$ cat src/rtl/bshift_pkg.sv
package bshift_pkg;
  typedef enum logic [1:0] {
    CODE_EXP = 2'd0,
    CODE_NEG = 2'd1,
    CODE_IMM = 2'd2
  } code_src_e;

  typedef enum logic [1:0] {
    FILL_MSB   = 2'd0,
    FILL_CARRY = 2'd1,
    FILL_ZERO  = 2'd2
  } fill_src_e;
endpackage

$ cat src/rtl/bshift_ctrl.sv
module bshift_ctrl #(
  parameter int CODE_W = 8
) (
  input  logic [CODE_W-1:0] exp_i,
  input  logic [CODE_W-1:0] imm_i,
  input  logic [1:0]        code_src_i,
  input  logic [1:0]        fill_src_i,
  input  logic              opnd_msb_i,
  input  logic              carry_i,
  output logic [CODE_W-1:0] code_o,
  output logic              fill_o
);
  import bshift_pkg::*;

  always_comb begin
    unique case (code_src_i)
      CODE_EXP: code_o = exp_i;
      CODE_NEG: code_o = ~exp_i + 1'b1;
      default:  code_o = imm_i;
    endcase
  end

  always_comb begin
    unique case (fill_src_i)
      FILL_MSB:   fill_o = opnd_msb_i;
      FILL_CARRY: fill_o = carry_i;
      default:    fill_o = 1'b0;
    endcase
  end
endmodule

$ cat src/rtl/bshift_array.sv
module bshift_array #(
  parameter int DATA_W = 16,
  parameter int CODE_W = 8
) (
  input  logic [DATA_W-1:0]   opnd_i,
  input  logic [CODE_W-1:0]   code_i,
  input  logic                hi_ref_i,
  input  logic                fill_i,
  output logic [2*DATA_W-1:0] out_o
);
  localparam int OUT_W = 2 * DATA_W;
  localparam int EXT_W = OUT_W + DATA_W;
  localparam int POS_W = CODE_W + 2;

  logic signed [POS_W-1:0] pos;
  logic        [POS_W-1:0] amt;
  logic        [EXT_W-1:0] ext;
  logic        [EXT_W-1:0] moved;

  // signed placement of operand bit 0
  assign pos = POS_W'($signed(code_i)) + (hi_ref_i ? POS_W'(DATA_W) : POS_W'(0));
  assign ext = {{OUT_W{fill_i}}, opnd_i};
  assign amt = pos[POS_W-1] ? POS_W'(-pos) : POS_W'(pos);

  always_comb begin
    moved = '0;
    if (!pos[POS_W-1]) begin
      if (amt < POS_W'(OUT_W)) moved = ext << amt;
    end else if (amt < POS_W'(DATA_W)) begin
      moved = ext >> amt;
    end else begin
      moved = {EXT_W{fill_i}};
    end
  end

  assign out_o = moved[OUT_W-1:0];
endmodule

$ cat src/rtl/bshift_bank.sv
module bshift_bank #(
  parameter int DATA_W = 16,
  parameter int CODE_W = 8,
  parameter int BLK_W  = 5
) (
  input  logic                clk_i,
  input  logic                rst_ni,
  input  logic                act_i,
  input  logic [DATA_W-1:0]   wr_data_i,
  input  logic                wr_si_i,
  input  logic                wr_se_i,
  input  logic                wr_sb_i,
  input  logic                wr_sr0_i,
  input  logic                wr_sr1_i,
  input  logic                shift_en_i,
  input  logic [2*DATA_W-1:0] res_i,
  output logic [DATA_W-1:0]   si_o,
  output logic [CODE_W-1:0]   se_o,
  output logic [BLK_W-1:0]    sb_o,
  output logic [2*DATA_W-1:0] sr_o
);
  always_ff @(posedge clk_i or negedge rst_ni) begin
    if (!rst_ni) begin
      si_o <= '0;
      se_o <= '0;
      sb_o <= '0;
      sr_o <= '0;
    end else if (act_i) begin
      if (wr_si_i) si_o <= wr_data_i;
      if (wr_se_i) se_o <= wr_data_i[CODE_W-1:0];
      if (wr_sb_i) sb_o <= wr_data_i[BLK_W-1:0];
      // direct half loads win over the shift result
      if (wr_sr0_i)        sr_o[DATA_W-1:0] <= wr_data_i;
      else if (shift_en_i) sr_o[DATA_W-1:0] <= res_i[DATA_W-1:0];
      if (wr_sr1_i)        sr_o[2*DATA_W-1:DATA_W] <= wr_data_i;
      else if (shift_en_i) sr_o[2*DATA_W-1:DATA_W] <= res_i[2*DATA_W-1:DATA_W];
    end
  end
endmodule

$ cat src/rtl/dual_bank_shifter.sv
module dual_bank_shifter #(
  parameter int DATA_W    = 16,
  parameter int CODE_W    = 8,
  parameter int BLK_W     = 5,
  parameter int NUM_BANKS = 2
) (
  input  logic                clk_i,
  input  logic                rst_ni,
  input  logic                bank_sel_i,
  input  logic [DATA_W-1:0]   wr_data_i,
  input  logic                wr_si_i,
  input  logic                wr_se_i,
  input  logic                wr_sb_i,
  input  logic                wr_sr0_i,
  input  logic                wr_sr1_i,
  input  logic                shift_en_i,
  input  logic                ext_sel_i,
  input  logic [DATA_W-1:0]   ext_data_i,
  input  logic [1:0]          code_src_i,
  input  logic [CODE_W-1:0]   imm_code_i,
  input  logic                hi_ref_i,
  input  logic [1:0]          fill_src_i,
  input  logic                carry_i,
  input  logic                or_merge_i,
  output logic [DATA_W-1:0]   si_o,
  output logic [DATA_W-1:0]   se_o,
  output logic [DATA_W-1:0]   sb_o,
  output logic [2*DATA_W-1:0] sr_o
);
  import bshift_pkg::*;

  localparam int OUT_W = 2 * DATA_W;

  logic [DATA_W-1:0] si_b [NUM_BANKS];
  logic [CODE_W-1:0] se_b [NUM_BANKS];
  logic [BLK_W-1:0]  sb_b [NUM_BANKS];
  logic [OUT_W-1:0]  sr_b [NUM_BANKS];

  logic [DATA_W-1:0] si_cur;
  logic [CODE_W-1:0] se_cur;
  logic [BLK_W-1:0]  sb_cur;
  logic [OUT_W-1:0]  sr_cur;
  logic [DATA_W-1:0] opnd;
  logic [CODE_W-1:0] code;
  logic              fill;
  logic [OUT_W-1:0]  shift_out;
  logic [OUT_W-1:0]  res;

  assign si_cur = si_b[bank_sel_i];
  assign se_cur = se_b[bank_sel_i];
  assign sb_cur = sb_b[bank_sel_i];
  assign sr_cur = sr_b[bank_sel_i];

  assign opnd = ext_sel_i ? ext_data_i : si_cur;

  bshift_ctrl #(.CODE_W(CODE_W)) u_ctrl (
    .exp_i      (se_cur),
    .imm_i      (imm_code_i),
    .code_src_i (code_src_i),
    .fill_src_i (fill_src_i),
    .opnd_msb_i (opnd[DATA_W-1]),
    .carry_i    (carry_i),
    .code_o     (code),
    .fill_o     (fill)
  );

  bshift_array #(.DATA_W(DATA_W), .CODE_W(CODE_W)) u_array (
    .opnd_i   (opnd),
    .code_i   (code),
    .hi_ref_i (hi_ref_i),
    .fill_i   (fill),
    .out_o    (shift_out)
  );

  assign res = or_merge_i ? (shift_out | sr_cur) : shift_out;

  for (genvar g = 0; g < NUM_BANKS; g++) begin : g_bank
    bshift_bank #(.DATA_W(DATA_W), .CODE_W(CODE_W), .BLK_W(BLK_W)) u_bank (
      .clk_i      (clk_i),
      .rst_ni     (rst_ni),
      .act_i      (bank_sel_i == 1'(g)),
      .wr_data_i  (wr_data_i),
      .wr_si_i    (wr_si_i),
      .wr_se_i    (wr_se_i),
      .wr_sb_i    (wr_sb_i),
      .wr_sr0_i   (wr_sr0_i),
      .wr_sr1_i   (wr_sr1_i),
      .shift_en_i (shift_en_i),
      .res_i      (res),
      .si_o       (si_b[g]),
      .se_o       (se_b[g]),
      .sb_o       (sb_b[g]),
      .sr_o       (sr_b[g])
    );
  end

  assign si_o = si_cur;
  assign se_o = {{(DATA_W-CODE_W){se_cur[CODE_W-1]}}, se_cur};
  assign sb_o = {{(DATA_W-BLK_W){sb_cur[BLK_W-1]}}, sb_cur};
  assign sr_o = sr_cur;

  assert_left_offscale_R4: assert property (@(posedge clk_i) disable iff (!rst_ni)
    (code_src_i == CODE_IMM && hi_ref_i && !imm_code_i[CODE_W-1] &&
     int'(imm_code_i) >= DATA_W) |-> (shift_out == '0));

  assert_right_offscale_R4: assert property (@(posedge clk_i) disable iff (!rst_ni)
    (code_src_i == CODE_IMM && !hi_ref_i && int'($signed(imm_code_i)) <= -DATA_W)
    |-> (shift_out == '0 || shift_out == '1));

  assert_merge_keeps_R5: assert property (@(posedge clk_i) disable iff (!rst_ni)
    (shift_en_i && or_merge_i && !wr_sr0_i && !wr_sr1_i)
    |=> (bank_sel_i != $past(bank_sel_i)) || ((sr_o & $past(sr_o)) == $past(sr_o)));

  assert_sr0_load_R7: assert property (@(posedge clk_i) disable iff (!rst_ni)
    wr_sr0_i |=> (bank_sel_i != $past(bank_sel_i)) ||
                 (sr_o[DATA_W-1:0] == $past(wr_data_i)));

  assert_idle_hold_R8: assert property (@(posedge clk_i) disable iff (!rst_ni)
    (!shift_en_i && !wr_sr0_i && !wr_sr1_i && !wr_si_i)
    |=> (bank_sel_i != $past(bank_sel_i)) || ($stable(sr_o) && $stable(si_o)));
endmodule

$ cat config.mk
export PLATFORM = sky130hd
export DESIGN_NAME = dual_bank_shifter
export DESIGN_NICKNAME = d
export VERILOG_FILES = /design/src/rtl/bshift_pkg.sv /design/src/rtl/bshift_ctrl.sv /design/src/rtl/bshift_array.sv /design/src/rtl/bshift_bank.sv /design/src/rtl/dual_bank_shifter.sv
export SDC_FILE = /design/constraint.sdc
export NUM_CORES = 1
export LEC_CHECK = 0
export BUFFER_PORTS_ARGS = -buffer_cell sky130_fd_sc_hd__buf_4
export CAP_MARGIN = 20
export CORE_MARGIN = 3
export CORE_UTILIZATION = 45
export DETAILED_ROUTE_END_ITERATION = 7
export GPL_TIMING_DRIVEN = 1
export HOLD_SLACK_MARGIN = 0.1
export PLACE_DENSITY = 0.65
export RECOVER_POWER = 25
export SETUP_SLACK_MARGIN = 0.2
export SKIP_CTS_REPAIR_TIMING = 1
export SYNTH_ARGS = -nofsm -noshare
export SYNTH_HDL_FRONTEND = slang
export SYNTH_SLANG_ARGS = --single-unit
$ cat constraint.sdc
create_clock -name clk_i -period 6.39 [get_ports clk_i]
set_input_delay 1.278 -clock clk_i [delete_from_list [all_inputs] [get_ports clk_i]]
set_output_delay 1.278 -clock clk_i [all_outputs]
set_load 0.02 [all_outputs]
After elaboration in Yosys (flattened, before gate mapping):

Cells that the tools add are included.

* memories kept: 0
* latch bits: 0
* bits in read-only memories: 0
* RAM bits: 0
* bits in registers: 122
* logic and storage cells: 63
* input port bits: 57

* shift operators: 2
* reductions and logical operators: 14
* add/sub/neg operators: 3
* div/mod/pow operators: 0
* muxes and demuxes: 25
* equal/unequal tests: 2
* bitwise gates (word level): 4
* multiply operators: 0
* $lt $le $gt $ge: 3

Operator list (number)
* 32-bit 2-to-1 mux: 7
* 16-bit 2-to-1 mux: 8
* 48-bit by 10-bit << shifter with 32-bit output: 1
* 48-bit by 10-bit right shift with 32-bit output: 1
* 32-bit bitwise OR: 1
* 8-bit 2-to-1 mux: 3
* 5-bit 2-to-1 mux: 4
* 2-bit AND reduction: 10
* 8-bit case mux with 2 select lines: 1
* 10-bit by 5-bit < comparator with 1-bit output, second input constant: 1
* 10-bit by 6-bit < comparator with 1-bit output, second input constant: 1
* 10-bit 2-to-1 mux: 1
* 10-bit negation: 1
* 8-bit by 6-bit adder with 9-bit output: 1
* 8-bit by 1-bit adder with 8-bit output, second input constant: 1
* 8-bit inverter: 1
* 2-bit by 1-bit == test with 1-bit output, second input constant: 2
* 2-bit zero test: 2
* 2-bit nonzero test: 2
* 2-bit greater-or-equal comparator, second input constant: 1
* 1-bit inverter with 2-bit output: 1
* 1-bit case mux with 2 select lines: 1
* 1-bit inverter: 1

Logic depth before layout (Yosys ltp):

* depth in word-level cells: 17
* mapped depth: 24

Modules after synthesis:

From an unflattened synthesis, not the netlist that was laid out.

* cell total of the unflattened synthesis: 1054
* area total of the unflattened synthesis: 9924.5 um2

Modules (own cells, without submodules)
* bshift_bank: instances 2, cells each 212, area an instance 2610.0 um2
* bshift_array: instances 1, cells each 443, area an instance 3012.9 um2
* dual_bank_shifter: instances 1, cells each 141, area an instance 1400.1 um2
* bshift_ctrl: instances 1, cells each 46, area an instance 291.5 um2

Worst setup path after synthesis:

Ideal clock, no wire load.

* path type: input to register
* from: in bank_sel_i
* to: reg g_bank[0].u_bank.sr_o[30]
* slack: -68 ps
* buffers on the path: 6
* stages: 20
* data arrival time: 6309 ps
* cell sequence: buf_6 -> buf_2 -> clkbuf_1 -> clkbuf_1 -> clkbuf_1 -> mux2_2 -> xor2_1 -> o21ai_0 -> ha_1 -> ha_1 -> nor2b_1 -> nand3_1 -> mux2_2 -> and4_1 -> buf_6 -> a21oi_4 -> mux2_2 -> mux4_2 -> a222oi_1 -> a221oi_1

* word-level cells in the longest chain between the ends: 17
* elaborated cells on any way between the ends: 31

Ends and longest elaborated chain
* from (decl): line dual_bank_shifter.sv:9 `input logic bank_sel_i,`
* 1-bit inverter with 2-bit output (implied by the code) *: line dual_bank_shifter.sv:50 `assign se_cur = se_b[bank_sel_i];`
* 8-bit 2-to-1 mux (implied by the code) * (3 in a row): line dual_bank_shifter.sv:50
* net se_o[4]: line dual_bank_shifter.sv:26 `output logic [DATA_W-1:0] se_o,`
* 8-bit inverter: line bshift_ctrl.sv:18 `CODE_NEG: code_o = ~exp_i + 1'b1;`
* 8-bit by 1-bit adder with 8-bit output: line bshift_ctrl.sv:18
* 8-bit case mux with 2 select lines *: line bshift_ctrl.sv:16 `unique case (code_src_i)`
* 8-bit by 6-bit adder with 9-bit output *: line bshift_array.sv:21 `assign pos = POS_W'($signed(code_i)) + (hi_ref_i ? POS_W'(DATA_W) : POS_W'(0));`
* 10-bit negation: line bshift_array.sv:23 `assign amt = pos[POS_W-1] ? POS_W'(-pos) : POS_W'(pos);`
* 10-bit 2-to-1 mux: line bshift_array.sv:23
* 48-bit by 10-bit << shifter with 32-bit output (tied with other cells): line bshift_array.sv:28 `if (amt < POS_W'(OUT_W)) moved = ext << amt;`
* 32-bit 2-to-1 mux, on equally long branches: line bshift_array.sv:28, bshift_array.sv:29
* 32-bit 2-to-1 mux *: line bshift_array.sv:27 `if (!pos[POS_W-1]) begin`
* 32-bit bitwise OR: line dual_bank_shifter.sv:75 `assign res = or_merge_i ? (shift_out | sr_cur) : shift_out;`
* 32-bit 2-to-1 mux *: line dual_bank_shifter.sv:75
* 16-bit 2-to-1 mux *: line bshift_bank.sv:36 `else if (shift_en_i) sr_o[2*DATA_W-1:DATA_W] <= res_i[2*DATA_W-1:DATA_W];`
* 16-bit 2-to-1 mux *: line bshift_bank.sv:35 `if (wr_sr1_i) sr_o[2*DATA_W-1:DATA_W] <= wr_data_i;`
* to (signal, indexed assignment): line bshift_bank.sv:34 `else if (shift_en_i) sr_o[DATA_W-1:0] <= res_i[DATA_W-1:0];`
* to (signal, indexed assignment): line bshift_bank.sv:35
* to (signal, indexed assignment): line bshift_bank.sv:36
* to (decl): line bshift_bank.sv:20 `output logic [2*DATA_W-1:0] sr_o`

Mark *: on every way through the listed nets, which the timed path passes. The rest lies on a longest branch. The select of a mux whose other input is x is not followed.
A chain may end at the register's enable or synchronous reset.

Worst setup path in the final report:

* from: in bank_sel_i
* to: reg g_bank[1].u_bank.sr_o[19]

* word-level cells in the longest chain between the ends: 17
* elaborated cells on any way between the ends: 30

Ends and longest elaborated chain (line)
* 1-bit inverter with 2-bit output (implied by the code): dual_bank_shifter.sv:49, dual_bank_shifter.sv:50, dual_bank_shifter.sv:52
* 8-bit 2-to-1 mux (implied by the code) (3 in a row): dual_bank_shifter.sv:50
* 8-bit inverter: bshift_ctrl.sv:18
* 8-bit by 1-bit adder with 8-bit output: bshift_ctrl.sv:18
* 8-bit case mux with 2 select lines: bshift_ctrl.sv:16
* 8-bit by 6-bit adder with 9-bit output: bshift_array.sv:21
* 10-bit negation: bshift_array.sv:23
* 10-bit 2-to-1 mux: bshift_array.sv:23
* 48-bit by 10-bit << shifter with 32-bit output (tied with other cells): bshift_array.sv:28
* 32-bit 2-to-1 mux, on equally long branches: bshift_array.sv:28, bshift_array.sv:29
* 32-bit 2-to-1 mux: bshift_array.sv:27
* 32-bit bitwise OR: dual_bank_shifter.sv:75
* 32-bit 2-to-1 mux: dual_bank_shifter.sv:75
* 16-bit 2-to-1 mux: bshift_bank.sv:36
* 16-bit 2-to-1 mux: bshift_bank.sv:35
* to (signal, indexed assignment): bshift_bank.sv:34
* to (signal, indexed assignment): bshift_bank.sv:35
* to (signal, indexed assignment): bshift_bank.sv:36
* to (decl): bshift_bank.sv:20

Several ways; a longest one is shown, not always the timed one. The select of a mux whose other input is x is not followed.

==> impl_metrics.json <==
{
  "p_per_area_nw_per_um2": 321,
  "synth_flop_cell": "dfrtp_1",
  "required_ns": 6.72,
  "dp.cells": 1377,
  "diodes": 0,
  "ant_nets": 0,
  "path_class": "input pin to register",
  "fmax_mhz": 175,
  "crit_path_max_incr_delay_ns": 0.77,
  "clock_latency_ns": 0.43,
  "vias_per_cell": 6.24,
  "ys_async_sr_fraction_pct": 100,
  "p_total_w": 0.00358,
  "grt_pass1_vias": 8331,
  "grt_pass1_wl_mm": 49.4,
  "crit_family": "multiplexers",
  "gp_congestion": 1.01,
  "slew_headroom_pct": -179,
  "drc": 1,
  "critical_path.max_fanout": 28,
  "cts.sinks": 122,
  "violations": "design-rule violations, max-capacitance violations, max-slew violations",
  "endpoint_kind": "register",
  "finalSetupViolCount": 0,
  "dieHeight_um": 152,
  "seq_area_frac_synth_pct": 32.0,
  "row_count": 52,
  "maxSlewViolCount": 76,
  "core_um2": 20600,
  "die_w_um": 152,
  "finalClockSkew_ns": 0.00980,
  "die_area_um2": 23000,
  "wl_mm": 32.6,
  "numPortBuffers": 136,
  "drv_cap": 1,
  "fin_ws_ns": 0.681,
  "path_clk_slew_ns": 0.06,
  "cp-start-kind": "input pin",
  "drt_iter0_drc": 803,
  "drive_above_1_share_pct": 33.5,
  "fin_nets": 1187,
  "initial_utilization_pct": 46.4,
  "syn_inst": 1041,
  "synthTopCellsByArea": "dfrtp_1 32%, mux2_2 16%, nand2_1 5.0%, mux2i_1 4.9%, nor2_1 4.0%",
  "track_usage_pct": 28.3,
  "drtPass1Iterations": 8,
  "htreeDepth": 4,
  "finalHoldViolCount": 0,
  "worst_pin_slew_ns": 4.19,
  "ys_ff_latch": 122,
  "leakagePower_nw": 4.76,
  "dp_hpwl_mm": 24.5,
  "dp_slack_ns": 0.296,
  "fin_tns_setup_ns": 0,
  "stdcell_count": 1409,
  "status": "complete, but fails checks",
  "critPathArrivalTime_ns": 6.04,
  "synth.largest_area_cell": "dfrtp_1",
  "synthToLayoutAreaGrowth_pct": 16.9,
  "syn-cell-area_um2": 9550,
  "hp-class": "register to register",
  "worst-path-stages": 20,
  "layout_min_cycle_time_ns": 5.71,
  "grt_max_degree": 76,
  "synth_nets": 1102,
  "post_drt_wl_per_cell_um": 23.1,
  "antenna_found_initial": 0,
  "crit_chain": "buf_4, mux2_2, inv_1, ha_1, nand2_1, o21ai_0, xor2_1, o21ai_0, ha_1, ha_1, nor2b_1, nand3_1, mux2_2, and4_1, xnor2_4, buf_4, mux2_2, a22oi_1, a21oi_1, o41ai_2",
  "worst_r2r_path_depth": 19,
  "cp.buffers_inverters": 3,
  "grt-ovfl-total": 0,
  "dr_total_vias": 8788,
  "ioPinCount": 137,
  "cts_made_buffers": 17,
  "synth_top_area_share_pct": 32.0,
  "holdPathStages": 2,
  "avgSynthCellArea_um2": 9.17,
  "clock_path_buffers": 2,
  "cts_tree": "built",
  "rsz0062_at_grt": "no",
  "peakVddDrop_uv": 207,
  "finalCritPeriodShare_pct": 89.3,
  "synth_cell_types": 98,
  "cts-root-buf": "clkbuf_16",
  "synth_enable_flop_cells": 0,
  "crit_path_top_delay_cell": "xnor2_4",
  "yosys_warnings": 0
}
## area by class of cell
| cell class | count | area (µm²) |
|---|---|---|
| clock buffer | 17 | 425 |
| multi-input combinational | 807 | 5920 |
| timing repair buffer | 161 | 1200 |
| tap | 270 | 338 |
| inverter | 17 | 63.8 |
| sequential | 122 | 3050 |
| fill | 1961 | 9410 |
| clock inverter | 15 | 151 |
## Yosys cell counts (all sizes together), types with 3 or more instances
| master | instances |
|---|---|
| nand2b | 9 |
| a211o | 5 |
| o21ai | 69 |
| a222oi | 3 |
| o21a | 3 |
| and4 | 5 |
| nor3 | 13 |
| xnor2 | 4 |
| o41ai | 4 |
| buf | 53 |
| nand4 | 8 |
| mux2 | 141 |
| a32oi | 3 |
| nor2b | 8 |
| ha | 4 |
| a31oi | 10 |
| and3 | 7 |
| nand2 | 128 |
| o311ai | 5 |
| a21oi | 24 |
| inv | 17 |
| o2111ai | 3 |
| dfrtp | 122 |
| o22ai | 11 |
| o311a | 3 |
| clkbuf | 42 |
| a221oi | 17 |
| nor4 | 5 |
| a211oi | 18 |
| a41oi | 4 |
| o211ai | 10 |
| nor2 | 101 |
| o31ai | 25 |
| nand3 | 21 |
| mux2i | 50 |
| a21o | 6 |
| or3 | 6 |
| a22o | 6 |
| or2 | 9 |
| and2 | 12 |
| or4 | 5 |
| mux4 | 7 |
## cell families (layout without fill, tap and decap cells)
logic type | Yosys count | in the layout | share of synthesized area, %
adders and majority gates | 4 | 4 | 0.524
and+or+nand+nor | 345 | 345 | 17.2
AOI/OAI and AO/OA | 254 | 254 | 19.6
muxes | 198 | 198 | 23.8
DFF | 122 | 122 | 32.0
xor gates and xnor gates | 6 | 6 | 0.747
buffers and inverters | 112 | 210 | 6.07
## sequential cells by signal, indices dropped and copies added (netlist names)
register	flops
g_bank.u_bank.se_o	16
g_bank.u_bank.si_o	32
g_bank.u_bank.sr_o	64
g_bank.u_bank.sb_o	10
## stage by stage
| step | util, % | hold WS (ns) | instance area [µm²] |
|---|---|---|---|
| floorplan | - | 0.442 | 9550 |
| global placement | 51.5 | 0.459 | 10600 |
| detailed placement | 51.5 | 0.463 | 10600 |
| CTS | 54.3 | 0.477 | 11200 |
| global route | 54.3 | 0.494 | 11200 |
| finish | 54.3 | 0.476 | 11200 |
## cell usage in the layout, fill, tap and decap left out, types with 6 or more instances in the layout
| master | count |
|---|---|
| a211oi_1 | 15 |
| a21oi_1 | 22 |
| a221oi_1 | 16 |
| a22o_1 | 6 |
| a31oi_1 | 10 |
| and2_1 | 12 |
| and3_1 | 6 |
| buf_4 | 159 |
| clkbuf_16 | 17 |
| dfrtp_1 | 122 |
| inv_1 | 14 |
| mux2_2 | 137 |
| mux2i_1 | 47 |
| mux4_2 | 7 |
| nand2_1 | 127 |
| nand2b_1 | 9 |
| nand3_1 | 21 |
| nand4_1 | 7 |
| nor2_1 | 101 |
| nor2b_1 | 8 |
| nor3_1 | 12 |
| o211ai_1 | 10 |
| o21ai_0 | 45 |
| o21ai_1 | 22 |
| o22ai_1 | 11 |
| o31ai_1 | 24 |
| or3_1 | 6 |
## final timing paths
check	startpoint	end	slack (ns)
worst max register to register	g_bank[1].u_bank.se_o[0]	g_bank[1].u_bank.sr_o[19]	1.34
min in group asynchronous	rst_ni	g_bank[1].u_bank.sr_o[1]	2.33
worst min-delay path	g_bank[1].u_bank.sr_o[23]	g_bank[1].u_bank.sr_o[23]	0.48
worst max-delay path	bank_sel_i	g_bank[1].u_bank.sr_o[19]	0.68
max in group asynchronous	rst_ni	g_bank[0].u_bank.si_o[15]	1.17
worst min register to register	g_bank[1].u_bank.sr_o[23]	g_bank[1].u_bank.sr_o[23]	0.48
## tightest hold or removal path, delay by kind of cell, from the launching register on
family / cells / cell delay [ns]
AOI/OAI and AO/OA: 1 / 0.06
and+or+nand+nor: 1 / 0.04
DFF: 1 / 0.34
## power by group
group | switching [W] | total, W | internal, W
logic | 0.000998 | 0.00165 | 0.000653
clock network | 0.000381 | 0.000954 | 0.000573
registers | 0.0000707 | 0.000977 | 0.000906
## layer usage
| layer | wire [µm] | track usage, % | share of wire (%) |
|---|---|---|---|
| met5 | 0 | 0 | 0 |
| met2 | 14400 | 42.3 | 44 |
| met3 | 2450 | 4.91 | 7.5 |
| met1 | 14700 | 41.2 | 45 |
| met4 | 1090 | 10.3 | 3.4 |
No activity file was read; power rests on OpenSTA's default activity.
